File: config.mk
export PLATFORM = sky130hd
export DESIGN_NAME = evo_filter_fitness
export DESIGN_NICKNAME = d
export VERILOG_FILES = /design/src/rtl/evo_pkg.sv /design/src/rtl/evo_pe_fn.sv /design/src/rtl/evo_absdiff.sv /design/src/rtl/evo_sad_acc.sv /design/src/rtl/evo_filter_fitness.sv
export SDC_FILE = /design/constraint.sdc
export NUM_CORES = 1
export LEC_CHECK = 0
export BUFFER_PORTS_ARGS = -buffer_cell sky130_fd_sc_hd__buf_2
export CORE_MARGIN = 2
export CORE_UTILIZATION = 54
export CTS_BUF_LIST = sky130_fd_sc_hd__clkbuf_4 sky130_fd_sc_hd__clkbuf_8
export DETAILED_ROUTE_END_ITERATION = 16
export GPL_ROUTABILITY_DRIVEN = 0
export PLACE_DENSITY = 0.8
export SLEW_MARGIN = 20
export SYNTH_ARGS = -nofsm -noshare
export SYNTH_HDL_FRONTEND = slang
export SYNTH_HIERARCHICAL = 1
export SYNTH_SLANG_ARGS = --single-unit
File: constraint.sdc
create_clock -name clk -period 1.91 [get_ports clk]
set_input_delay 0.2865 -clock clk [delete_from_list [all_inputs] [get_ports clk]]
set_output_delay 0.2865 -clock clk [all_outputs]
set_load 0.03 [all_outputs]
File: src/rtl/evo_pkg.sv
package evo_pkg;
  typedef enum logic [2:0] {
    FN_OR   = 3'd0,
    FN_AND  = 3'd1,
    FN_XOR  = 3'd2,
    FN_ADD  = 3'd3,
    FN_SADD = 3'd4,
    FN_AVG  = 3'd5,
    FN_MAX  = 3'd6,
    FN_MIN  = 3'd7
  } fn_e;
endpackage

File: src/rtl/evo_pe_fn.sv
module evo_pe_fn #(
  parameter int W = 8
) (
  input  logic [W-1:0] a,
  input  logic [W-1:0] b,
  input  logic [2:0]   fn_sel,
  output logic [W-1:0] y
);
  import evo_pkg::*;

  logic [W:0] sum_w;   // carry-preserving sum
  logic       a_ge_b;

  assign sum_w  = {1'b0, a} + {1'b0, b};
  assign a_ge_b = (a >= b);

  always_comb begin
    unique case (fn_e'(fn_sel))
      FN_OR:   y = a | b;
      FN_AND:  y = a & b;
      FN_XOR:  y = a ^ b;
      FN_ADD:  y = sum_w[W-1:0];
      FN_SADD: y = sum_w[W] ? {W{1'b1}} : sum_w[W-1:0];
      FN_AVG:  y = sum_w[W:1];
      FN_MAX:  y = a_ge_b ? a : b;
      FN_MIN:  y = a_ge_b ? b : a;
      default: y = '0;
    endcase
  end
endmodule

File: src/rtl/evo_absdiff.sv
module evo_absdiff #(
  parameter int W = 8
) (
  input  logic [W-1:0] p,
  input  logic [W-1:0] q,
  output logic [W-1:0] d
);
  always_comb begin
    if (p >= q) d = p - q;
    else        d = q - p;
  end
endmodule

File: src/rtl/evo_sad_acc.sv
module evo_sad_acc #(
  parameter int W     = 8,
  parameter int DIM   = 128,
  parameter int ACC_W = W + $clog2(DIM * DIM)
) (
  input  logic             clk,
  input  logic             rst_n,
  input  logic             frame_start,
  input  logic             valid,
  input  logic [W-1:0]     diff,
  output logic [ACC_W-1:0] total,
  output logic             done
);
  localparam int NPIX  = DIM * DIM;
  localparam int CNT_W = (NPIX > 1) ? $clog2(NPIX) : 1;
  localparam logic [CNT_W-1:0] LAST = CNT_W'(NPIX - 1);

  logic [ACC_W-1:0] acc_q, acc_d, acc_base;
  logic [CNT_W-1:0] cnt_q, cnt_d, cnt_base;
  logic             done_q, done_d, done_base;
  logic             take, en;

  // next-state
  always_comb begin
    acc_base  = frame_start ? '0   : acc_q;
    cnt_base  = frame_start ? '0   : cnt_q;
    done_base = frame_start ? 1'b0 : done_q;
    take      = valid && !done_base;
    en        = frame_start || take;
    acc_d     = acc_base;
    cnt_d     = cnt_base;
    done_d    = done_base;
    if (take) begin
      acc_d = acc_base + ACC_W'(diff);
      if (cnt_base == LAST) begin
        cnt_d  = '0;
        done_d = 1'b1;
      end else begin
        cnt_d  = cnt_base + 1'b1;
      end
    end
  end

  // registers
  always_ff @(posedge clk or negedge rst_n) begin
    if (!rst_n) begin
      acc_q  <= '0;
      cnt_q  <= '0;
      done_q <= 1'b0;
    end else if (en) begin
      acc_q  <= acc_d;
      cnt_q  <= cnt_d;
      done_q <= done_d;
    end
  end

  assign total = acc_q;
  assign done  = done_q;

  a_r8_start_clears: assert property (@(posedge clk) disable iff (!rst_n)
    (frame_start && !valid) |=> (total == '0 && !done));

  a_r10_done_freezes: assert property (@(posedge clk) disable iff (!rst_n)
    (done && !frame_start) |=> (done && $stable(total)));

  a_r7_idle_hold: assert property (@(posedge clk) disable iff (!rst_n)
    (!valid && !frame_start) |=> $stable(total));

  a_r11_no_wrap: assert property (@(posedge clk) disable iff (!rst_n)
    !frame_start |=> (total >= $past(total)));
endmodule

File: src/rtl/evo_filter_fitness.sv
module evo_filter_fitness #(
  parameter int PIX_W   = 8,
  parameter int IMG_DIM = 128,
  parameter int ACC_W   = PIX_W + $clog2(IMG_DIM * IMG_DIM)
) (
  input  logic             clk,
  input  logic             rst_n,
  input  logic [PIX_W-1:0] op_a,
  input  logic [PIX_W-1:0] op_b,
  input  logic [2:0]       func_sel,
  output logic [PIX_W-1:0] pe_result,
  input  logic             frame_start,
  input  logic             pix_valid,
  input  logic [PIX_W-1:0] pix_filt,
  input  logic [PIX_W-1:0] pix_ref,
  output logic [ACC_W-1:0] fitness,
  output logic             fit_done
);
  import evo_pkg::*;

  logic [PIX_W-1:0] fn_y;
  logic [PIX_W-1:0] pe_q, pe_d;
  logic [PIX_W-1:0] pix_diff;

  evo_pe_fn #(.W(PIX_W)) u_fn (
    .a(op_a), .b(op_b), .fn_sel(func_sel), .y(fn_y)
  );

  assign pe_d = fn_y;

  always_ff @(posedge clk or negedge rst_n) begin
    if (!rst_n) pe_q <= '0;
    else        pe_q <= pe_d;
  end

  assign pe_result = pe_q;

  evo_absdiff #(.W(PIX_W)) u_diff (
    .p(pix_filt), .q(pix_ref), .d(pix_diff)
  );

  evo_sad_acc #(.W(PIX_W), .DIM(IMG_DIM), .ACC_W(ACC_W)) u_acc (
    .clk(clk), .rst_n(rst_n), .frame_start(frame_start),
    .valid(pix_valid), .diff(pix_diff), .total(fitness), .done(fit_done)
  );

  a_r3_sat_floor: assert property (@(posedge clk) disable iff (!rst_n)
    (func_sel == FN_SADD) |=> (pe_result >= $past(op_a) && pe_result >= $past(op_b)));

  a_r5_max_bound: assert property (@(posedge clk) disable iff (!rst_n)
    (func_sel == FN_MAX) |=> (pe_result >= $past(op_a) && pe_result >= $past(op_b)));

  a_r4_avg_between: assert property (@(posedge clk) disable iff (!rst_n)
    (func_sel == FN_AVG) |=>
      (($past(op_a) <= $past(op_b)) ?
        (pe_result >= $past(op_a) && pe_result <= $past(op_b)) :
        (pe_result >= $past(op_b) && pe_result <= $past(op_a))));
endmodule

After elaboration in Yosys (flattened, before gate mapping)
Cells that the tools add are included.
{"block": "totals", "ff_bits": 45, "inputBits": 39, "output_inout_bits": 31, "elab_cells": 39}
{"block": "classes", "addsub": 5, "order_cmp": 2, "eq_ne": 8, "mux": 13, "n_bitwise": 3, "n_reduce_logical": 4}
{"op": "$pmux 8 s8", "count": 1}
{"op": "$mux 22", "count": 2}
{"op": "$mux 14", "count": 3}
{"op": "$mux 8", "count": 4}
{"op": "$add 22x8->22", "count": 1}
{"op": "$ge 8x8->1", "count": 2}
{"op": "$sub 8x8->8", "count": 2}
{"op": "$add 14x1->14 const B", "count": 1}
{"op": "$eq 14x14->1 const B", "count": 1}
{"op": "$eq 3x3->1 const B", "count": 4}
{"op": "$add 8x8->9", "count": 1}
{"op": "$and 8x8->8", "count": 1}
{"op": "$or 8x8->8", "count": 1}
{"op": "$xor 8x8->8", "count": 1}
{"op": "$eq 3x2->1 const B", "count": 2}
{"op": "$eq 3x1->1 const B", "count": 1}
{"op": "$logic_not 3->1", "count": 1}
{"op": "$mux 1", "count": 3}
{"op": "$logic_and 1x1->1", "count": 1}
{"op": "$logic_not 1->1", "count": 1}
{"op": "$logic_or 1x1->1", "count": 1}

Longest topological paths before layout
Gate-level depths: netlist (run 1).
{"block": "depth", "depth_word": 4, "ltp_mapped": 14, "mapped_depth_nobuf": 13}

By module
Netlist (run 1), hierarchy kept.
{"mod": "evo_sad_acc", "n_inst": 1, "cells_per_inst": 237, "area_each_um2": 2262.2, "seq_area_each_um2": 925.9}
{"mod": "evo_pe_fn", "n_inst": 1, "cells_per_inst": 210, "area_each_um2": 1458.9, "seq_area_each_um2": 0.0}
{"mod": "evo_absdiff", "n_inst": 1, "cells_per_inst": 81, "area_each_um2": 651.9, "seq_area_each_um2": 0.0}
{"mod": "evo_filter_fitness", "n_inst": 1, "cells_per_inst": 8, "area_each_um2": 200.2, "seq_area_each_um2": 200.2}

Least setup slack after synthesis (run 1)
No wires, ideal clock.
{"block": "synth_timing", "path_type": "in2reg", "start": "input port pix_filt[5]", "end": "register u_acc.acc_q[18], in the netlist u_acc/total[18]", "setup_ns": 0.078, "arrival_ns": 3.401, "t_required_ns": 1.832, "path_slack_ns": -1.569, "stages": 14, "n_path_buf": 1, "path_cell_list": "inv_1 > ha_1 > buf_6 > a21o_1 > a21o_1 > a221oi_4 > mux2i_1 > xor2_1 > ha_1 > a21oi_1 > a211oi_2 > nand2_2 > or4_1 > a21oi_1"}
{"block": "synth_via", "elab_chain_cells": 4, "elab_cells_between_ends": 6, "cone_classes": "add/sub (3); order compare (1); mux (2)"}
{"element": "from (decl)", "line": "evo_filter_fitness.sv:14", "text": "input logic [PIX_W-1:0] pix_filt,"}
{"element": "$sub 8x8->8 (tied with other cells)", "line": "evo_absdiff.sv:10", "text": "else d = q - p;"}
{"element": "$mux 8 *", "line": "evo_absdiff.sv:9", "text": "if (p >= q) d = p - q;"}
{"element": "via pix_diff[7]", "line": "evo_filter_fitness.sv:23", "text": "logic [PIX_W-1:0] pix_diff;"}
{"element": "$add 22x8->22 *", "line": "evo_sad_acc.sv:34", "text": "acc_d = acc_base + ACC_W'(diff);"}
{"element": "$mux 22 *", "line": "evo_sad_acc.sv:33", "text": "if (take) begin"}
{"element": "to (signal assigned)", "line": "evo_sad_acc.sv:47", "text": "acc_q <= '0;"}
{"element": "to (signal assigned)", "line": "evo_sad_acc.sv:51", "text": "acc_q <= acc_d;"}
{"element": "to (decl)", "line": "evo_sad_acc.sv:18", "text": "logic [ACC_W-1:0] acc_q, acc_d, acc_base;"}
Mark *: on every way through the listed nets, which the timed path passes. The rest lies on a longest branch.
A chain may end at the register's enable or synchronous reset.

Worst setup path in the final report (run 1)
{"block": "layout_timing", "start": "input port pix_filt[2]", "end": "register u_acc.acc_q[20], in the netlist u_acc/total[20]"}
Same word-level chain as after synthesis.

==> results of run 1 <==
-- layer usage --
metal,up-vias,track usage (%),wire length [um]
met5,-,0,0
met4,0,15.0,1040
met3,115,5.09,1480
met2,365,59.6,8890
met1,2547,33.8,6260
li1,2304,-,-
-- metrics by stage --
| stage | hold WS, ns | std cells |
|---|---|---|
| after detailed placement | 0.309 | 807 |
| final | 0.359 | 842 |
| after global routing | 0.358 | 842 |
| after floorplan | -0.00909 | 536 |
| after global placement | 0.298 | 807 |
| after CTS | 0.356 | 832 |
-- logic make-up after synthesis --
kind of cell,Yosys count
simple gates,184
fa+ha+maj,52
buf+inv,68
xor+xnor,35
compound gates,129
flops,45
mux,23
-- synth_stat cells, types with 3 or more instances --
cell / count / share of area (%)
ha_1: 48 / 13
buf_6: 3 / 0.74
a21o_1: 8 / 1.3
and2_1: 3 / 0.41
nor4_1: 3 / 0.41
a21oi_1: 32 / 3.5
o31ai_1: 5 / 0.82
clkbuf_1: 12 / 0.98
a21o_2: 4 / 0.77
a21boi_0: 3 / 0.49
nand2_1: 42 / 3.4
a31oi_1: 7 / 0.96
nand3b_1: 3 / 0.49
o211ai_1: 9 / 1.5
nor3_1: 13 / 1.4
nand2b_1: 15 / 2.1
a211oi_1: 8 / 1.3
inv_1: 45 / 3.7
dfrtp_1: 45 / 25
o21ai_0: 21 / 2.3
fa_1: 4 / 1.8
buf_4: 6 / 0.98
nand3_1: 17 / 1.9
mux2i_1: 16 / 3.5
nor2b_1: 19 / 2.6
and3_1: 5 / 0.68
mux2_2: 6 / 1.5
nand4_1: 9 / 1.2
o22ai_1: 3 / 0.41
xor2_1: 9 / 1.7
or4_1: 4 / 0.66
nor2_1: 30 / 2.5
xnor2_1: 26 / 5.0
-- how the worst min path moves through the flow --
stage | startpoint | end | slack [ns] | cells past startpoint
after floorplan | rst_n | pe_result[0] | -0.009 | 0
after global placement | rst_n | u_acc/total[5] | 0.30 | 1
after detailed placement | rst_n | u_acc/total[6] | 0.31 | 1
after CTS | op_b[2] | pe_result[2] | 0.36 | 3
after global routing | op_a[3] | pe_result[3] | 0.36 | 3
final | op_b[2] | pe_result[2] | 0.36 | 3
-- sequential cells by signal, indices dropped and copies added, names as in the netlist --
name	cells
u_acc/total	22
u_acc/cnt_q	14
pe_result	8
u_acc/done	1
-- timing repair --
item                                    CTS  global route
endpoints found under the setup margin   29            29
resized for setup                        44            88
pin swaps                                33            36
setup buffers                            17            11
endpoints found under the hold margin    23             0
hold buffers                              1             0
-- power by group --
group / internal [mW] / switching, mW / total [mW] / leakage [nW]
logic: 1.37 / 1.60 / 2.97 / 2.61
clock network: 0.260 / 0.355 / 0.615 / 0.0445
registers: 1.06 / 0.0635 / 1.12 / 0.596
-- cell type report --
class,instances,area (sq um)
Multi-Input combinational cell,423,3790
Timing Repair Buffer,215,1570
Fill cell,424,1320
Sequential cell,45,1130
Inverter,46,186
Tap cell,105,131
Clock buffer,5,68.8
Clock inverter,3,21.3
-- worst min-delay path: cells and delay by family --
family                 cells  cell delay [ns]
buffers and inverters      1             0.10
muxes                      1             0.06
AOI/OAI and AO/OA          1             0.15
==> flow_metrics.py, run 1 <==
metrics = {
    "cts": {
        "cts_buffer_depth": 2,
        "cts_tree": "built",
        "clkTransAtPathRegs_ns": 0.10,
        "clockRootBuffer": "clkbuf_8",
        "clock_latency_ns": 0.31,
        "clock-sinks": 45,
        "cts_buffers": 5,
        "cts-htree-levels": 2,
    },
    "global_route": {
        "grt_start_max_net_pins": 25,
        "grt_pass1_wl_mm": 23.2,
        "grt_pass1_vias": 5213,
        "antenna_found_initial": 1,
        "grt_overflow_total": 0,
        "grt_use_total_pct": 31.6,
    },
    "synth": {
        "seq_area_frac_synth_pct": 24.6,
        "syn_avg_cell_area_sq_um": 8.53,
        "ys_async_sr_fraction_pct": 100,
        "ys.flop_type": "dfrtp_1",
        "synthesis.area_sq_um": 4570,
        "synth-adder-area-share_pct": 14.9,
        "yosys.cell_types.count": 77,
        "synth_top_family_by_area": "simple AND/OR/NAND/NOR gates",
        "synth_compound_area_share_pct": 19.8,
        "synthXorXnorAreaFrac_pct": 6.70,
        "synth_edf_count": 0,
        "syn_inst": 536,
        "ys_warn_count": 6,
        "synthMuxAreaShare_pct": 5.31,
        "ys_ff_latch": 45,
        "syn_nets": 627,
        "synthSimpleGateAreaFrac_pct": 22.1,
    },
    "timing": {
        "finalHoldViolations": 0,
        "period_needed_ns": 3.80,
        "tns_ns": -32.79,
        "fmax_ghz": 0.263,
        "fin_ws_ns": -1.89,
        "maxSlewHeadroom_pct": 41.3,
        "drv_slew": 0,
        "worst_pin_slew_ns": 0.875,
        "setup_viol": 29,
        "fin_crit_sh_pct": 199,
        "rsz0062_at_grt": "yes",
        "skew_ns": 0.0140,
    },
    "finish": {
        "fin_nets": 827,
        "design_area_sq_um": 6890,
        "antennaDiodeCount": 0,
        "layout_commonest_cell": "buf_4",
        "area_delta_synth_final_pct": 50.7,
        "utilization_pct": 83.9,
        "final_cell_mix": "buf_4, buf_2, dfrtp_1",
        "drive_gt1_share_pct": 46.7,
    },
    "routing": {
        "drtIter0Drc": 586,
        "postRouteAntennaNets": 0,
        "drt_first_pass_iters": 5,
        "vias": 5331,
        "wl_per_cell_um": 21.0,
        "route.detailed.drc": 0,
        "wl_mm": 17.7,
        "viasPerCell": 6.33,
    },
    "power_and_ir_drop": {
        "ir_worst_vdd_mv": 0.384,
        "p_leak_nw": 3.25,
        "power_mw": 4.71,
        "p_per_area_nw_per_um2": 683,
    },
    "critical_path": {
        "path_delay_family": "compound AO/OA/AOI/OAI gates",
        "crit_required_ns": 2.11,
        "cp_cell_sequence": "buf_2, inv_1, ha_4, buf_4, a21oi_1, a21oi_1, a211oi_1, mux2i_2, xor2_1, ha_1, o211ai_1, a211oi_2, nand2_2, buf_4, buf_4, o31ai_4, a21oi_2",
        "start_kind": "input port",
        "crit_path_frequent_cell": "buf_4",
        "cp-startpoint": "pix_filt[2]",
        "crit_path_end": "u_acc/total[20]",
        "rrSetupSlack_ns": -0.59,
        "timing.rr.end": "u_acc/total[20]",
        "reg2reg_depth": 10,
        "crit-reg2reg-launch": "u_acc/total[2]",
        "critPathSlowestCell": "a211oi_1",
        "crit_cells": 17,
        "max_stage_delay_ns": 0.74,
        "cp_max_fo": 6,
        "cp_data_arrival_time_ns": 4.00,
        "path_class": "in2reg",
        "cp-end-kind": "flop",
        "crit_buf_inv": 5,
    },
    "floorplanning": {
        "fp.dieW_um": 96.0,
        "ios": 70,
        "core_sq_um": 8220,
        "std_cell_rows": 33,
        "dieArea_sq_um": 9220,
        "start_util_pct": 55.7,
        "die_h_um": 96.0,
    },
    "status": {
        "violations": "setup timing",
        "status": "finished, violations left",
    },
    "place": {
        "dp_hpwl_mm": 10.0,
        "place_area_sq_um": 6010,
        "dp_slack_ns": -1.72,
        "numPortBuffers": 69,
    },
    "run": {
        "cap_violations": 0,
    },
    "worst_hold_path": {
        "hp-class": "in2reg",
    },
}
No activity file was read; power rests on OpenSTA's default activity.
==> inputs of run 2 (changes only) <==
--- a/config.mk
+++ b/config.mk
@@ -15,5 +15,4 @@
 export SLEW_MARGIN = 20
 export SYNTH_ARGS = -nofsm -noshare
 export SYNTH_HDL_FRONTEND = slang
-export SYNTH_HIERARCHICAL = 1
 export SYNTH_SLANG_ARGS = --single-unit
==> flow_metrics.py, run 2 <==
metrics = {
    "power_and_ir_drop": {
        "p_leak_nw": 3.23,
        "ir_worst_vdd_mv": 0.413,
        "power_mw": 4.32,
        "p_per_area_nw_per_um2": 650,
    },
    "cts": {
        "clock-sinks": 45,
        "cts_hold_buf": 0,
        "clkTransAtPathRegs_ns": 0.09,
        "clockRootBuffer": "clkbuf_8",
        "cts_buffers": 5,
        "cts_tree": "built",
        "clock_latency_ns": 0.31,
        "cts-htree-levels": 2,
        "cts_buffer_depth": 2,
    },
    "status": {
        "violations": "setup timing",
        "status": "finished, violations left",
    },
    "critical_path": {
        "cp_cell_sequence": "buf_12, inv_12, ha_4, inv_2, fa_2, a21o_1, a21oi_2, a31oi_1, a211o_2, mux2i_2, xor2_1, ha_1, and3_4, a2111oi_4, buf_4, a21oi_2, buf_4, nor3_1, a21o_1",
        "crit-reg2reg-launch": "u_acc.total[2]",
        "crit_required_ns": 2.15,
        "start_kind": "input port",
        "critPathSlowestCell": "a2111oi_4",
        "timing.rr.end": "u_acc.total[7]",
        "crit_buf_inv": 5,
        "path_delay_family": "compound AO/OA/AOI/OAI gates",
        "reg2reg_depth": 9,
        "cp-startpoint": "pix_filt[0]",
        "cp-end-kind": "flop",
        "cp_data_arrival_time_ns": 3.97,
        "rrSetupSlack_ns": -0.57,
        "max_stage_delay_ns": 0.40,
        "path_class": "in2reg",
        "cp_max_fo": 7,
    },
    "finish": {
        "utilization_pct": 81.6,
        "multiInputGateArea_sq_um": 3550,
        "fin_cells": 833,
        "final.fill_count": 476,
        "fin_nets": 818,
        "largest_register_ffs": 22,
        "ff_latch_area_sq_um": 1130,
        "area_delta_synth_final_pct": 47.4,
        "antennaDiodeCount": 0,
        "final_cell_mix": "buf_4, buf_2, dfrtp_1",
        "drive_gt1_share_pct": 44.1,
        "layout_commonest_cell": "buf_4",
    },
    "synth": {
        "yosysMostFrequentCell": "ha_1",
        "syn_nets": 623,
        "ys_async_sr_fraction_pct": 100,
        "ys.flop_type": "dfrtp_1",
        "synth_top_area_share_pct": 25.0,
        "seq_area_frac_synth_pct": 25.0,
        "syn_avg_cell_area_sq_um": 8.47,
        "yosys.area.top_type": "dfrtp_1",
        "yosys.cell_types.count": 70,
        "synth.area.top_cells": "dfrtp_1, ha_1, inv_1",
        "synth_commonest_cells": "ha_1, inv_1, dfrtp_1",
        "synthesis.area_sq_um": 4510,
        "ys_ff_latch": 45,
        "ys_warn_count": 0,
        "syn_inst": 532,
        "synth_edf_count": 0,
    },
    "timing": {
        "fin_crit_sh_pct": 195,
        "finalHoldViolations": 0,
        "drv_slew": 0,
        "skew_ns": 0.00767,
        "setup_viol": 29,
        "period_needed_ns": 3.72,
        "fmax_ghz": 0.269,
        "whs_ns": 0.0490,
        "rsz0062_at_grt": "yes",
        "fin_ws_ns": -1.81,
        "maxSlewHeadroom_pct": 61.5,
        "worst_pin_slew_ns": 0.578,
    },
    "routing": {
        "wl_mm": 14.6,
        "wl_per_cell_um": 17.5,
        "drt_first_pass_iters": 7,
        "vias": 4971,
        "route.detailed.drc": 0,
        "drtIter0Drc": 333,
        "viasPerCell": 5.97,
        "postRouteAntennaNets": 0,
    },
    "global_route": {
        "grt_use_total_pct": 30.4,
        "grt_start_max_net_pins": 46,
        "grt_pass1_vias": 4890,
        "antenna_found_initial": 0,
        "grt_overflow_total": 0,
        "grt_pass1_wl_mm": 22.2,
    },
    "place": {
        "numPortBuffers": 69,
        "dp_slack_ns": -1.95,
        "dp_hpwl_mm": 9.77,
        "dp.cells": 797,
    },
    "floorplanning": {
        "start_util_pct": 55.4,
        "dieArea_sq_um": 9090,
        "ios": 70,
        "core_sq_um": 8130,
        "die_h_um": 95.3,
        "fp.dieW_um": 95.3,
        "std_cell_rows": 33,
    },
    "run": {
        "cap_violations": 0,
    },
    "worst_hold_path": {
        "hp-class": "in2async",
    },
}
-- run 2: how the worst max path moves through the flow --
stage / end / cells past startpoint
2_1_floorplan: u_acc.total[17] / 18
3_3_place_gp: u_acc.total[17] / 17
3_5_place_dp: u_acc.total[13] / 18
4_1_cts: u_acc.total[13] / 18
5_1_grt: u_acc.total[7] / 19
6_report: u_acc.total[7] / 19
-- run 2: cells by family after synthesis --
| group | synth area share [%] |
|---|---|
| XOR/XNOR | 7.03 |
| adder cells (fa/ha/maj) | 15.1 |
| AND/OR/NAND/NOR | 20.7 |
| flip-flops | 25.0 |
| buffers and inverters | 6.53 |
| AO/OA/AOI/OAI | 20.6 |
| multiplexers | 5.08 |
-- run 2: area by class of cell --
type	count	share of cell area [%]
Clock inverter	3	0.339
Multi-Input combinational cell	416	53.5
Inverter	47	3.15
Tap cell	105	1.98
Sequential cell	45	17.0
Clock buffer	5	1.04
Timing Repair Buffer	212	23.0
-- run 2: repair_timing --
item | CTS | global route
pin swaps | 39 | 40
resized for setup | 66 | 38
endpoints found under the setup margin | 29 | 38
buffers inserted | 12 | 17
-- run 2: worst reg2reg max path, stage by stage (launching register included) --
cell and delay, ns:
dfrtp_1 0.39, nor2b_1 0.15, ha_1 0.38, and3_4 0.23, a2111oi_4 0.40, buf_4 0.18
a21oi_2 0.07, buf_4 0.14, nor3_1 0.31, a21o_1 0.16
-- run 2: routing by layer --
metal	GRT usage, %	share of wire [%]	up-vias
met3	3.95	6.0	71
li1	-	-	2274
met5	0	0	-
met4	11.1	4.0	0
met1	34.6	38	2370
met2	57.6	52	256
-- run 2: where the power goes --
part | switching [mW] | internal (mW) | leakage [nW]
clock | 0.356 | 0.260 | 0.0481
sequential | 0.0597 | 1.06 | 0.597
combinational | 1.36 | 1.22 | 2.59
total | 1.77 | 2.55 | 3.23
-- run 2: through the flow --
step | setup TNS, ns | cell area, sq um
after floorplan | -28.17 | 4740
after global placement | -39.96 | 5930
after detailed placement | -42.99 | 5930
after CTS | -28.78 | 6380
after global routing | -35.42 | 6640
final | -32.51 | 6640
==> inputs of run 3 (changes only) <==
--- a/config.mk
+++ b/config.mk
@@ -6,12 +6,13 @@
 export NUM_CORES = 1
 export LEC_CHECK = 0
 export BUFFER_PORTS_ARGS = -buffer_cell sky130_fd_sc_hd__buf_2
+export CORE_ASPECT_RATIO = 2
 export CORE_MARGIN = 2
 export CORE_UTILIZATION = 54
 export CTS_BUF_LIST = sky130_fd_sc_hd__clkbuf_4 sky130_fd_sc_hd__clkbuf_8
 export DETAILED_ROUTE_END_ITERATION = 16
 export GPL_ROUTABILITY_DRIVEN = 0
-export PLACE_DENSITY = 0.8
+export PLACE_DENSITY = 0.79
 export SLEW_MARGIN = 20
 export SYNTH_ARGS = -nofsm -noshare
 export SYNTH_HDL_FRONTEND = slang
==> flow_metrics.py, run 3 (synthesis results as in run 2) <==
metrics = {
    "routing": {
        "route.detailed.drc": 0,
        "wl_mm": 17.5,
        "viasPerCell": 6.27,
        "drt_first_pass_iters": 7,
        "postRouteAntennaNets": 0,
        "vias": 5263,
        "wl_per_cell_um": 20.8,
        "drtIter0Drc": 498,
    },
    "place": {
        "dp_hpwl_mm": 11.1,
        "numPortBuffers": 69,
        "dp.cells": 800,
    },
    "finish": {
        "layout_commonest_cell": "buf_4",
        "drive_gt1_share_pct": 44.9,
        "largest_register_ffs": 22,
        "fin_nets": 832,
        "final_cell_mix": "buf_4, buf_2, dfrtp_1",
        "antennaDiodeCount": 0,
        "fin_cells": 840,
        "area_delta_synth_final_pct": 51.4,
    },
    "power_and_ir_drop": {
        "p_leak_nw": 3.31,
        "internal_power_mw": 2.70,
        "ir_worst_vdd_mv": 0.386,
        "power_frac_comb_pct": 61.9,
        "switching_power_mw": 1.91,
        "p_sw_share_pct": 41.4,
        "clock_power_share_pct": 13.7,
        "p_per_area_nw_per_um2": 675,
        "sequentialPowerShare_pct": 24.4,
    },
    "critical_path": {
        "timing.rr.end": "u_acc.total[12]",
        "cp-end-kind": "flop",
        "path_class": "in2reg",
        "reg2reg_depth": 10,
        "max_stage_delay_ns": 0.36,
        "crit-reg2reg-launch": "u_acc.total[0]",
        "path_delay_family": "buffers and inverters",
        "cp_max_fo": 5,
        "cp_data_arrival_time_ns": 3.89,
        "start_kind": "input port",
        "cp_cell_sequence": "buf_12, inv_12, ha_4, inv_2, fa_2, a21o_1, a21oi_2, buf_4, buf_4, buf_4, buf_4, buf_4, buf_4, mux2i_1, xor2_1, ha_1, and3_4, a2111oi_4, buf_4, a221o_1, or3_1, xor2_1, nor2_1",
        "crit_path_frequent_cell": "buf_4",
        "crit_buf_inv": 10,
        "critPathSlowestCell": "ha_1",
        "rrSetupSlack_ns": -0.63,
        "crit_required_ns": 2.12,
    },
    "timing": {
        "drv_slew": 0,
        "rsz0062_at_grt": "yes",
        "setup_viol": 30,
        "period_needed_ns": 3.69,
        "fmax_ghz": 0.271,
        "fin_crit_sh_pct": 193,
        "finalHoldViolations": 0,
        "fin_ws_ns": -1.78,
        "whs_ns": 0.292,
        "worst_pin_slew_ns": 0.592,
        "skew_ns": 0.0113,
        "maxSlewHeadroom_pct": 60.2,
    },
    "global_route": {
        "grt_pass1_vias": 5515,
        "antenna_found_initial": 0,
        "grt_overflow_total": 0,
        "grt_use_total_pct": 37.2,
        "grt_start_max_net_pins": 24,
        "grt_pass1_wl_mm": 25.6,
    },
    "run": {
        "cap_violations": 0,
    },
    "status": {
        "status": "finished, violations left",
        "violations": "setup timing",
    },
    "floorplanning": {
        "core_sq_um": 8170,
        "die_h_um": 133,
        "fp.dieW_um": 68.6,
        "ios": 70,
        "dieArea_sq_um": 9130,
        "std_cell_rows": 47,
        "start_util_pct": 55.1,
    },
    "cts": {
        "cts_buffer_depth": 2,
        "clock_latency_ns": 0.32,
        "clkTransAtPathRegs_ns": 0.10,
        "clockRootBuffer": "clkbuf_8",
        "cts_tree": "built",
        "cts_buffers": 5,
        "clock-sinks": 45,
        "cts-htree-levels": 2,
    },
    "worst_hold_path": {
        "min_from": "pix_valid",
        "hp-class": "in2reg",
        "hold_depth": 3,
        "hold_end": "u_acc.done",
    },
}
run 3: worst max-delay path by stage:
stage	to	cells past startpoint	slack [ns]	startpoint
2_1_floorplan	u_acc.total[17]	18	-1.58	pix_filt[0]
3_3_place_gp	u_acc.total[17]	17	-1.89	pix_filt[0]
3_5_place_dp	u_acc.total[19]	18	-2.16	pix_filt[0]
4_1_cts	u_acc.total[13]	19	-1.68	pix_filt[0]
5_1_grt	u_acc.total[17]	19	-1.91	pix_filt[0]
6_report	u_acc.total[17]	23	-1.78	pix_filt[0]
run 3: cell type report:
cell class	count	area, sq um
tap	98	123
sequential	45	1130
multi-input combinational	416	3590
clock buffer	5	68.8
fill	435	1350
timing repair buffer	226	1680
clock inverter	3	25.0
inverter	47	211
run 3: what timing repair did:
item	in CTS	in global routing
endpoints found under the hold margin	19	0
hold buffers	1	0
gates resized for setup	64	42
pin swaps	48	39
setup buffers	21	13
setup endpoints to repair	30	38
run 3: worst register-to-register path, cell delays in order, from the launching register on:
cell      delay (ns)
dfrtp_1         0.38
nor2b_1         0.14
ha_1            0.22
fa_2            0.38
a21oi_1         0.25
o21ba_4         0.19
a31oi_4         0.14
buf_6           0.16
o211ai_1        0.25
xor2_1          0.26
nor2_1          0.06
run 3: power by group through the flow:
stage | clock (mW) | sequential, mW | combinational, mW
3_5_place_dp | 0 | 1.14 | 2.22
3_3_place_gp | 0 | 1.13 | 2.14
5_1_grt | 0.676 | 1.14 | 3.02
2_1_floorplan | 0 | 1.35 | 1.10
4_1_cts | 0.626 | 1.12 | 2.50
6_report | 0.630 | 1.12 | 2.85
run 3: stage by stage:
stage | power [mW] | area (sq um) | setup TNS (ns) | worst slack, ns | util, %
after global placement | 3.27 | 6010 | -41.26 | -1.89 | 73.5
after CTS | 4.25 | 6550 | -31.22 | -1.68 | 80.1
final | 4.61 | 6820 | -33.08 | -1.78 | 83.5
after detailed placement | 3.35 | 6010 | -46.47 | -2.16 | 73.5
after global routing | 4.83 | 6820 | -36.25 | -1.91 | 83.5
after floorplan | 2.45 | 4740 | -28.17 | -1.58 | -
run 3: metal layers:
layer / track usage [%] / vias to the layer above / routed length (um)
met5: 0 / - / 0
li1: - / 2291 / -
met4: 30.4 / 0 / 1670
met2: 65.9 / 300 / 9560
met3: 8.02 / 147 / 1010
met1: 33.4 / 2525 / 5240
